$ cat config.mk
export PLATFORM = sky130hd
export DESIGN_NAME = qp_dbi_codec
export DESIGN_NICKNAME = d
export VERILOG_FILES = /design/src/rtl/qp_dbi_pkg.sv /design/src/rtl/dbi_grp_enc.sv /design/src/rtl/dbi_grp_dec.sv /design/src/rtl/qp_dbi_tx.sv /design/src/rtl/qp_dbi_rx.sv /design/src/rtl/qp_dbi_codec.sv
export SDC_FILE = /design/constraint.sdc
export NUM_CORES = 2
export LEC_CHECK = 0
export ABC_AREA = 1
export BUFFER_PORTS_ARGS = -buffer_cell sky130_fd_sc_hd__buf_2
export CAP_MARGIN = 20
export CELL_PAD_IN_SITES_DETAIL_PLACEMENT = 1
export CELL_PAD_IN_SITES_GLOBAL_PLACEMENT = 2
export CORE_AREA = 2 2 423 425
export CTS_CLUSTER_SIZE = 30
export DETAILED_ROUTE_END_ITERATION = 8
export DIE_AREA = 0 0 425 427
export GPL_ROUTABILITY_DRIVEN = 1
export HOLD_SLACK_MARGIN = 0.12
export PLACE_DENSITY = 0.65
export SLEW_MARGIN = 25
export SYNTH_ARGS = -nofsm -noshare
export SYNTH_HDL_FRONTEND = slang
export SYNTH_SLANG_ARGS = --single-unit
$ cat constraint.sdc
create_clock -name clk -period 1.1 [get_ports clk]
set_input_delay 0.055 -clock clk [delete_from_list [all_inputs] [get_ports clk]]
set_output_delay 0.055 -clock clk [all_outputs]
set_load 0.1 [all_outputs]
$ cat src/rtl/qp_dbi_pkg.sv
package qp_dbi_pkg;
  parameter int unsigned DEF_GRP_W  = 16;
  parameter int unsigned DEF_GRPS   = 4;
  parameter int unsigned DEF_PHASES = 4;
endpackage

$ cat src/rtl/dbi_grp_enc.sv
module dbi_grp_enc #(
  parameter int unsigned GRP_W = 16
) (
  input  logic [GRP_W-1:0] logic_i,
  output logic [GRP_W-1:0] elec_o,
  output logic             inv_n_o,
  output logic             par_o
);
  localparam int unsigned CNT_W = $clog2(GRP_W + 1);
  localparam int unsigned HALF  = GRP_W / 2;

  logic [CNT_W-1:0] ones;
  logic             heavy;
  logic [GRP_W-1:0] elec;

  always_comb begin
    ones = '0;
    for (int i = 0; i < GRP_W; i++) begin
      ones = ones + CNT_W'(logic_i[i]);
    end
  end

  assign heavy   = (ones > CNT_W'(HALF));
  assign elec    = heavy ? logic_i : ~logic_i;
  assign elec_o  = elec;
  assign inv_n_o = ~heavy;
  assign par_o   = ^{elec, ~heavy};
endmodule

$ cat src/rtl/dbi_grp_dec.sv
module dbi_grp_dec #(
  parameter int unsigned GRP_W = 16
) (
  input  logic [GRP_W-1:0] elec_i,
  input  logic             inv_n_i,
  input  logic             par_i,
  output logic [GRP_W-1:0] logic_o,
  output logic             perr_o
);
  assign logic_o = elec_i ^ {GRP_W{inv_n_i}};
  assign perr_o  = ^{elec_i, inv_n_i, par_i};
endmodule

$ cat src/rtl/qp_dbi_tx.sv
module qp_dbi_tx #(
  parameter int unsigned GRP_W  = 16,
  parameter int unsigned GRPS   = 4,
  parameter int unsigned PHASES = 4
) (
  input  logic                            clk,
  input  logic                            rst_n,
  input  logic                            valid_i,
  input  logic [GRP_W*GRPS*PHASES-1:0]    data_i,
  output logic                            valid_o,
  output logic [GRP_W*GRPS*PHASES-1:0]    data_o,
  output logic [GRPS*PHASES-1:0]          inv_n_o,
  output logic [GRPS*PHASES-1:0]          par_o
);
  localparam int unsigned LANES = GRPS * PHASES;
  localparam int unsigned W     = GRP_W * LANES;

  logic [W-1:0]     enc_data;
  logic [LANES-1:0] enc_inv_n;
  logic [LANES-1:0] enc_par;

  logic             valid_q, valid_d;
  logic [W-1:0]     data_q, data_d;
  logic [LANES-1:0] inv_n_q, inv_n_d;
  logic [LANES-1:0] par_q, par_d;

  for (genvar l = 0; l < LANES; l++) begin : g_lane
    dbi_grp_enc #(.GRP_W(GRP_W)) u_enc (
      .logic_i (data_i[l*GRP_W +: GRP_W]),
      .elec_o  (enc_data[l*GRP_W +: GRP_W]),
      .inv_n_o (enc_inv_n[l]),
      .par_o   (enc_par[l])
    );
  end

  always_comb begin
    valid_d = valid_i;
    data_d  = data_q;
    inv_n_d = inv_n_q;
    par_d   = par_q;
    if (valid_i) begin
      data_d  = enc_data;
      inv_n_d = enc_inv_n;
      par_d   = enc_par;
    end
  end

  always_ff @(posedge clk or negedge rst_n) begin
    if (!rst_n) begin
      valid_q <= 1'b0;
      data_q  <= '1;
      inv_n_q <= '1;
      par_q   <= '1;
    end else begin
      valid_q <= valid_d;
      data_q  <= data_d;
      inv_n_q <= inv_n_d;
      par_q   <= par_d;
    end
  end

  assign valid_o = valid_q;
  assign data_o  = data_q;
  assign inv_n_o = inv_n_q;
  assign par_o   = par_q;
endmodule

$ cat src/rtl/qp_dbi_rx.sv
module qp_dbi_rx #(
  parameter int unsigned GRP_W  = 16,
  parameter int unsigned GRPS   = 4,
  parameter int unsigned PHASES = 4
) (
  input  logic                            clk,
  input  logic                            rst_n,
  input  logic                            valid_i,
  input  logic [GRP_W*GRPS*PHASES-1:0]    data_i,
  input  logic [GRPS*PHASES-1:0]          inv_n_i,
  input  logic [GRPS*PHASES-1:0]          par_i,
  input  logic                            clr_i,
  output logic                            valid_o,
  output logic [GRP_W*GRPS*PHASES-1:0]    data_o,
  output logic [GRPS-1:0]                 perr_o
);
  localparam int unsigned LANES = GRPS * PHASES;
  localparam int unsigned W     = GRP_W * LANES;

  logic [W-1:0]     dec_data;
  logic [LANES-1:0] lane_err;
  logic [GRPS-1:0]  grp_hit;

  logic             valid_q, valid_d;
  logic [W-1:0]     data_q, data_d;
  logic [GRPS-1:0]  perr_q, perr_d;

  for (genvar l = 0; l < LANES; l++) begin : g_lane
    dbi_grp_dec #(.GRP_W(GRP_W)) u_dec (
      .elec_i  (data_i[l*GRP_W +: GRP_W]),
      .inv_n_i (inv_n_i[l]),
      .par_i   (par_i[l]),
      .logic_o (dec_data[l*GRP_W +: GRP_W]),
      .perr_o  (lane_err[l])
    );
  end

  always_comb begin
    grp_hit = '0;
    for (int k = 0; k < PHASES; k++) begin
      for (int g = 0; g < GRPS; g++) begin
        grp_hit[g] = grp_hit[g] | lane_err[k*GRPS + g];
      end
    end
  end

  always_comb begin
    valid_d = valid_i;
    data_d  = data_q;
    perr_d  = clr_i ? '0 : perr_q;
    if (valid_i) begin
      data_d = dec_data;
      perr_d = perr_d | grp_hit;
    end
  end

  always_ff @(posedge clk or negedge rst_n) begin
    if (!rst_n) begin
      valid_q <= 1'b0;
      data_q  <= '0;
      perr_q  <= '0;
    end else begin
      valid_q <= valid_d;
      data_q  <= data_d;
      perr_q  <= perr_d;
    end
  end

  assign valid_o = valid_q;
  assign data_o  = data_q;
  assign perr_o  = perr_q;
endmodule

$ cat src/rtl/qp_dbi_codec.sv
module qp_dbi_codec
  import qp_dbi_pkg::*;
#(
  parameter int unsigned GRP_W  = DEF_GRP_W,
  parameter int unsigned GRPS   = DEF_GRPS,
  parameter int unsigned PHASES = DEF_PHASES
) (
  input  logic                         clk,
  input  logic                         rst_n,
  input  logic                         tx_valid_i,
  input  logic [GRP_W*GRPS*PHASES-1:0] tx_data_i,
  output logic                         bus_valid_o,
  output logic [GRP_W*GRPS*PHASES-1:0] bus_data_o,
  output logic [GRPS*PHASES-1:0]       bus_inv_n_o,
  output logic [GRPS*PHASES-1:0]       bus_par_o,
  input  logic                         rx_valid_i,
  input  logic [GRP_W*GRPS*PHASES-1:0] rx_data_i,
  input  logic [GRPS*PHASES-1:0]       rx_inv_n_i,
  input  logic [GRPS*PHASES-1:0]       rx_par_i,
  input  logic                         rx_perr_clr_i,
  output logic                         rx_valid_o,
  output logic [GRP_W*GRPS*PHASES-1:0] rx_data_o,
  output logic [GRPS-1:0]              rx_perr_o
);
  qp_dbi_tx #(.GRP_W(GRP_W), .GRPS(GRPS), .PHASES(PHASES)) u_tx (
    .clk     (clk),
    .rst_n   (rst_n),
    .valid_i (tx_valid_i),
    .data_i  (tx_data_i),
    .valid_o (bus_valid_o),
    .data_o  (bus_data_o),
    .inv_n_o (bus_inv_n_o),
    .par_o   (bus_par_o)
  );

  qp_dbi_rx #(.GRP_W(GRP_W), .GRPS(GRPS), .PHASES(PHASES)) u_rx (
    .clk     (clk),
    .rst_n   (rst_n),
    .valid_i (rx_valid_i),
    .data_i  (rx_data_i),
    .inv_n_i (rx_inv_n_i),
    .par_i   (rx_par_i),
    .clr_i   (rx_perr_clr_i),
    .valid_o (rx_valid_o),
    .data_o  (rx_data_o),
    .perr_o  (rx_perr_o)
  );
endmodule

* After elaboration in Yosys (flattened, before gate mapping) *
Cells that the tools add are included.

cells by class
  add/subtract/negate cells = 240
  reductions and logical operators = 32
  muxes and demuxes = 18
  $mul = 0
  equal/unequal tests = 0
  order comparisons = 16
  shift operators = 0
  bitwise gates (word level) = 61
  div/mod/pow operators = 0

operators with widths
  kind                count
  $add 5x1->5         176
  $reduce_xor 18->1   16
  $reduce_xor 17->1   16
  $mux 16             16
  $not 16->16         16
  $xor 16x16->16      16
  $add 4x1->5         16
  $gt 5x4->1 const B  16
  $add 3x1->4         16
  $add 2x1->3         16
  $add 1x1->2         16
  $not 1->1           16
  $or 1x1->1          12
  $mux 4              2
  $or 4x4->4          1

word-level totals
  memory bits (read-only) = 0
  bits in latches = 0
  flip-flop bits (word level) = 550
  bits in writable memories = 0
  output and inout bits = 550
  memories kept = 0
  word-level logic and storage cells = 374

* Logic depth before layout (Yosys ltp) *
  depth in word-level cells = 18
  mapped depth = 19
  gate-level depth less buffers = 19

* By module *
From an unflattened synthesis, not the netlist that was laid out.

unflattened totals
  cell total of the unflattened synthesis = 6888
  area total of the unflattened synthesis = 49062.1 um^2

by module, submodules not included
  module                                   instances  area an instance (um^2)  cells each
  qp_dbi_tx                                1          11273.3                  1217
  qp_dbi_rx                                1          10152.2                  1111
  dbi_grp_dec                              16         608.1                    113
  dbi_grp_enc at u_tx.g_lane[0].u_enc ...  7          1128.6                   169
  dbi_grp_enc at u_tx.g_lane[3].u_enc ...  4          1158.6                   179
  dbi_grp_enc at u_tx.g_lane[7].u_enc ...  3          1061.0                   179
  dbi_grp_enc at u_tx.g_lane[1].u_enc ...  2          1094.8                   158

* Least setup slack after synthesis *
No wires, ideal clock.

  path kind = input-to-reg
  start point = input port tx_data_i[27]
  end point = register u_tx.par_q[1] (netlist: u_tx.par_o[1])
  buffers on the path = 0
  data required time = 1.024 ns
  data arrival time = 3.691 ns
  library setup time = 0.076 ns
  stages on the path = 18
  slack = -2.666 ns
  cells stage by stage = inv_1 fa_1 fa_1 fa_1 fa_1 inv_1 ha_1 inv_1 fa_1 xor2_1 nand2_1 nor2_1 o21ai_4 xor2_2 nor2_1 clkinv_1 nand2_1 nand2_1

between the ends
  cells in the longest elaborated chain, start to end = 8

RTL lines
  item                                         line                                  source
  start: declaration                           qp_dbi_codec.sv:11                    input logic [GRP_W*GRPS*PHASES-1:0] tx_data_i,
  $add 5x1->5 (5 in series)                    dbi_grp_enc.sv:19                     ones = ones + CNT_W'(logic_i[i]);
  $gt 5x4->1                                   dbi_grp_enc.sv:23                     assign heavy = (ones > CNT_W'(HALF));
  $mux 16 / $not 1->1 (equally long branches)  dbi_grp_enc.sv:24, dbi_grp_enc.sv:27
  $reduce_xor 17->1 *                          dbi_grp_enc.sv:27                     assign par_o = ^{elec, ~heavy};
  end signal: assignment                       qp_dbi_tx.sv:58                       par_q <= par_d;
  end: declaration                             qp_dbi_tx.sv:25                       logic [LANES-1:0] par_q, par_d;

Mark *: on every way between the ends. The rest lies on a longest branch, timed or not.
A chain may end at the register's enable or synchronous reset.

* Worst setup path after layout *
  start point = input port tx_data_i[63]
  end point = register u_tx.data_q[54] (netlist: u_tx.data_o[54])

between the ends
  cells in the longest elaborated chain, start to end = 3

RTL lines
  item                    line               source
  $add 5x1->5             dbi_grp_enc.sv:19
  $gt 5x4->1              dbi_grp_enc.sv:23
  $mux 16                 dbi_grp_enc.sv:24  assign elec = heavy ? logic_i : ~logic_i;
  end signal: assignment  qp_dbi_tx.sv:56    data_q <= data_d;
  end: declaration        qp_dbi_tx.sv:23    logic [W-1:0] data_q, data_d;

Every way passes these cells.

==> results by group <==
STA
  – Setup slack after layout: -2.188 ns
  – Slew margin rel.: between 30% and 40%
  – Slew Limit Fails: 0
  – Setup Skew: 0 ns
  – RSZ-0062 raised after global routing: yes
  – Final Critical Period: around 3.3 ns
  – Final setup violating endpoints: ~980
  – Hold Slack: -0.3637 ns
  – Fmax achieved: between 300 and 400 MHz
  – Least-Margin Pin Slew: between 1 and 1.5 ns
  – Tcrit/Tclk final: 298.9%
  – Final Hold Viols: 3

Critical path
  – FF-to-FF End: u_tx.par_o[11]$_DFFE_PN1P_
  – Worst setup SP type: input port
  – Reg-to-reg setup timing slack: 0.12 ns
  – CP Launch Point: tx_data_i[63]
  – Reg2Reg Depth: 4
  – CP endpoint: u_tx.data_o[54]$_DFFE_PN1P_
  – Crit path arrival time: 3.90 ns
  – WP data required: approximately 1.7 ns
  – Setup CP Type: in2reg
  – CP max FO: 5
  – Critical Path Sink Type: register
  – Crit Reg-Reg Startpoint: u_tx.par_o[11]$_DFFE_PN1P_

Pwr
  – P per Cell Area: 2972 nW/µm²
  – Lkg Pwr: about 34 nW
  – Peak VDD IR: just over 3 mV

Floorplan
  – Die area: about 180000 µm²
  – Starting Density: roughly 22%
  – Core ar.: roughly 180000 µm²
  – Die width: about 430 µm
  – IO Pins: 1099
  – Chip height: ~430 µm
  – Row count: 155

Synth
  – Sequential area share after synthesis: a little under two fifths
  – Cells after Synth: 4455
  – Area leader, netlist: dfstp_2
  – Post-synth EDFFs: 0
  – Yosys reg bits: 550
  – Mapped Nets: roughly 5200
  – Cell with the most instances after synthesis: nand2_1
  – Share of the synthesized area in the top cell type: between 15 and 20%
  – Synthesized cell area: about 38000 µm²
  – Post-synthesis cell type count: 34
  – Yosys warns: 0
  – Post-synth ARST share: 100.0%
  – Top cells by area, synth: dfstp_2 (20%), dfrtp_1 (17%), xnor2_1 (13%)
  – Most used flip-flop cell after synthesis: dfstp_2
  – Most frequent cells after synthesis: nand2_1 (1205), inv_1 (552), xnor2_1 (549), o21ai_0 (539), xor2_1 (415)
  – Syn Area/Cell: 8.590 µm²

CTS
  – Clk_lat worst skew: 0.71 ns
  – Hold Buf Count CTS: between 700 and 800
  – CTS Buffer Depth: 3
  – TritonCTS clock tree: yes
  – Root Driver: clkbuf_16
  – CTS sink cnt: 550
  – Reg clk slew, reported paths: 0.07 ns
  – TritonCTS Buffers: 79
  – H-tree Lvls: 3

Worst hold path
  – HP Class: in2reg

Drt
  – Remaining DRCs: 0
  – Routed Antenna Nets: 0
  – Initial DRC count: 1627
  – Wirelength per Cell: approximately 22 µm
  – Via count: 40479
  – Total Wirelength: around 210000 µm
  – TritonRoute pass-1 iters: 5
  – Via/cell ratio: about 4.3

Placed design
  – Place WS: -3.120 ns
  – Gpl congestion: around 0.90
  – Port bufs: around 1100
  – Dpl hpwl: approximately 160000 µm

Finish
  – Final nets: between 7000 and 8000
  – Fillers: ~20000
  – Core Util, Final: 42.24%
  – Area Overhead vs Synth: 95.64%
  – Layout cells sized above 1: around 42%

Global route
  – Total track usage: a little under a quarter
  – Grt ovf: 0
  – Number of global-route vias before repair: between 40000 and 50000
  – Initial antenna violation count: a little over 90
  – Largest net degree at the start of global routing: ~80
  – First-pass GRT wire length: about 300000 µm

Run status
  – Failing checks: hold timing, setup timing
  – Outcome: finished with violations

Job
  – Max Cap Viol: 0
## power by group
group | total [mW] | internal (mW) | switching [mW]
Sequential | 39.8 | 31.3 | 8.48
Combinational | 155 | 61.2 | 94.1
Clock | 27.4 | 15.9 | 11.5
## area by class of cell
class,instances,area (µm²),area share (%)
repair buffers,2650,29280,39.11
multi-input cells,3194,23050,30.78
flip-flops and latches,550,14450,19.30
well taps,2355,2947,3.936
clock buffers,117,2321,3.100
inverters,557,2296,3.067
clock inverters,29,396.6,0.5298
diodes,52,130.1,0.1738
## worst min-delay path by stage
| stage | startpoint | endpoint | slack [ns] | depth (start not counted) |
|---|---|---|---|---|
| 2_1_floorplan | rst_n | u_rx.data_o[0]$_DFFE_PN0P_ | -0.24 | 0 |
| 3_3_place_gp | rst_n | u_tx.par_o[2]$_DFFE_PN1P_ | 0.19 | 1 |
| 3_5_place_dp | rst_n | u_tx.par_o[2]$_DFFE_PN1P_ | 0.20 | 1 |
| 4_1_cts | tx_data_i[95] | u_tx.data_o[95]$_DFFE_PN1P_ | -0.48 | 3 |
| 5_1_grt | tx_data_i[95] | u_tx.data_o[95]$_DFFE_PN1P_ | -0.41 | 3 |
| 6_report | tx_data_i[95] | u_tx.data_o[95]$_DFFE_PN1P_ | -0.36 | 3 |
## flip-flops by register name, summed over array words and instances, names as in the netlist
| name | flops |
|---|---|
| u_rx.data_o | 256 |
| u_tx.par_o | 16 |
| u_tx.data_o | 256 |
| u_tx.inv_n_o | 16 |
| u_rx.valid_o | 1 |
| u_tx.valid_o | 1 |
| u_rx.perr_o | 4 |
## cell usage in the layout, fill, tap and decap left out, drive strengths merged
cell,synthesis,final
nor2,62,62
bufinv,0,5
diode,0,52
o21ai,568,568
dfrtp,262,262
nand4,9,9
clkbuf,95,117
buf,73,1894
inv,554,561
fa,160,160
and2,11,11
a31oi,2,2
xor2,418,418
dlygate4sd3,0,756
nand3,77,77
nand2,1218,1232
clkinv,3,16
ha,80,80
o21a,1,1
dfstp,288,288
a21oi,13,13
nand3b,11,11
clkinvlp,0,4
xnor2,550,550
## critical path, cell delays in order
cell and delay, ns:
buf_2 0.10, inv_2 0.04, fa_2 0.66, fa_1 0.50, fa_1 0.52, fa_1 0.40
inv_1 0.07, ha_2 0.19, inv_2 0.04, fa_2 0.52, nand2_2 0.06, o21ai_4 0.16
nand2_4 0.11, buf_12 0.15, xor2_2 0.16, o21ai_1 0.14
## kinds of logic after synthesis
| kind of cell | synth area share, % |
|---|---|
| DFF | 36.91 |
| xor gates and xnor gates | 22.23 |
| AOI/OAI and AO/OA | 7.827 |
| adders and majority gates | 10.99 |
| buffers and inverters | 7.709 |
| and+or+nand+nor | 14.34 |
## per-stage QoR
stage	instance area (µm²)	power, mW	instances	TNS [ns]	hold WS [ns]
final	74870	222.5	9504	-778.55	-0.3637
after floorplan	39140	120.5	4455	-686.84	-0.2406
after CTS	73700	218.9	9424	-797.48	-0.4810
after detailed placement	61010	174.9	8449	-822.40	0.1981
after global routing	74830	232.7	9490	-841.02	-0.4133
after global placement	61010	172.6	8449	-807.85	0.1942
## layer usage
| layer | global-route usage, % | wire [µm] | up-vias |
|---|---|---|---|
| met5 | 0 | 274 | - |
| met4 | 16.10 | 17250 | 40 |
| met3 | 4.417 | 9550 | 541 |
| met2 | 38.41 | 103100 | 1065 |
| met1 | 25.41 | 79670 | 20043 |
| li1 | - | - | 18790 |
## repair_timing
| action | in CTS | in global routing |
|---|---|---|
| cloned | 16 | 0 |
| resized for setup | 417 | 187 |
| endpoints found under the hold margin | 1096 | 17 |
| pin swaps | 240 | 180 |
| setup endpoints to repair | 839 | 1011 |
| buffers inserted | 63 | 33 |
Power figures use the tool's default switching activity.
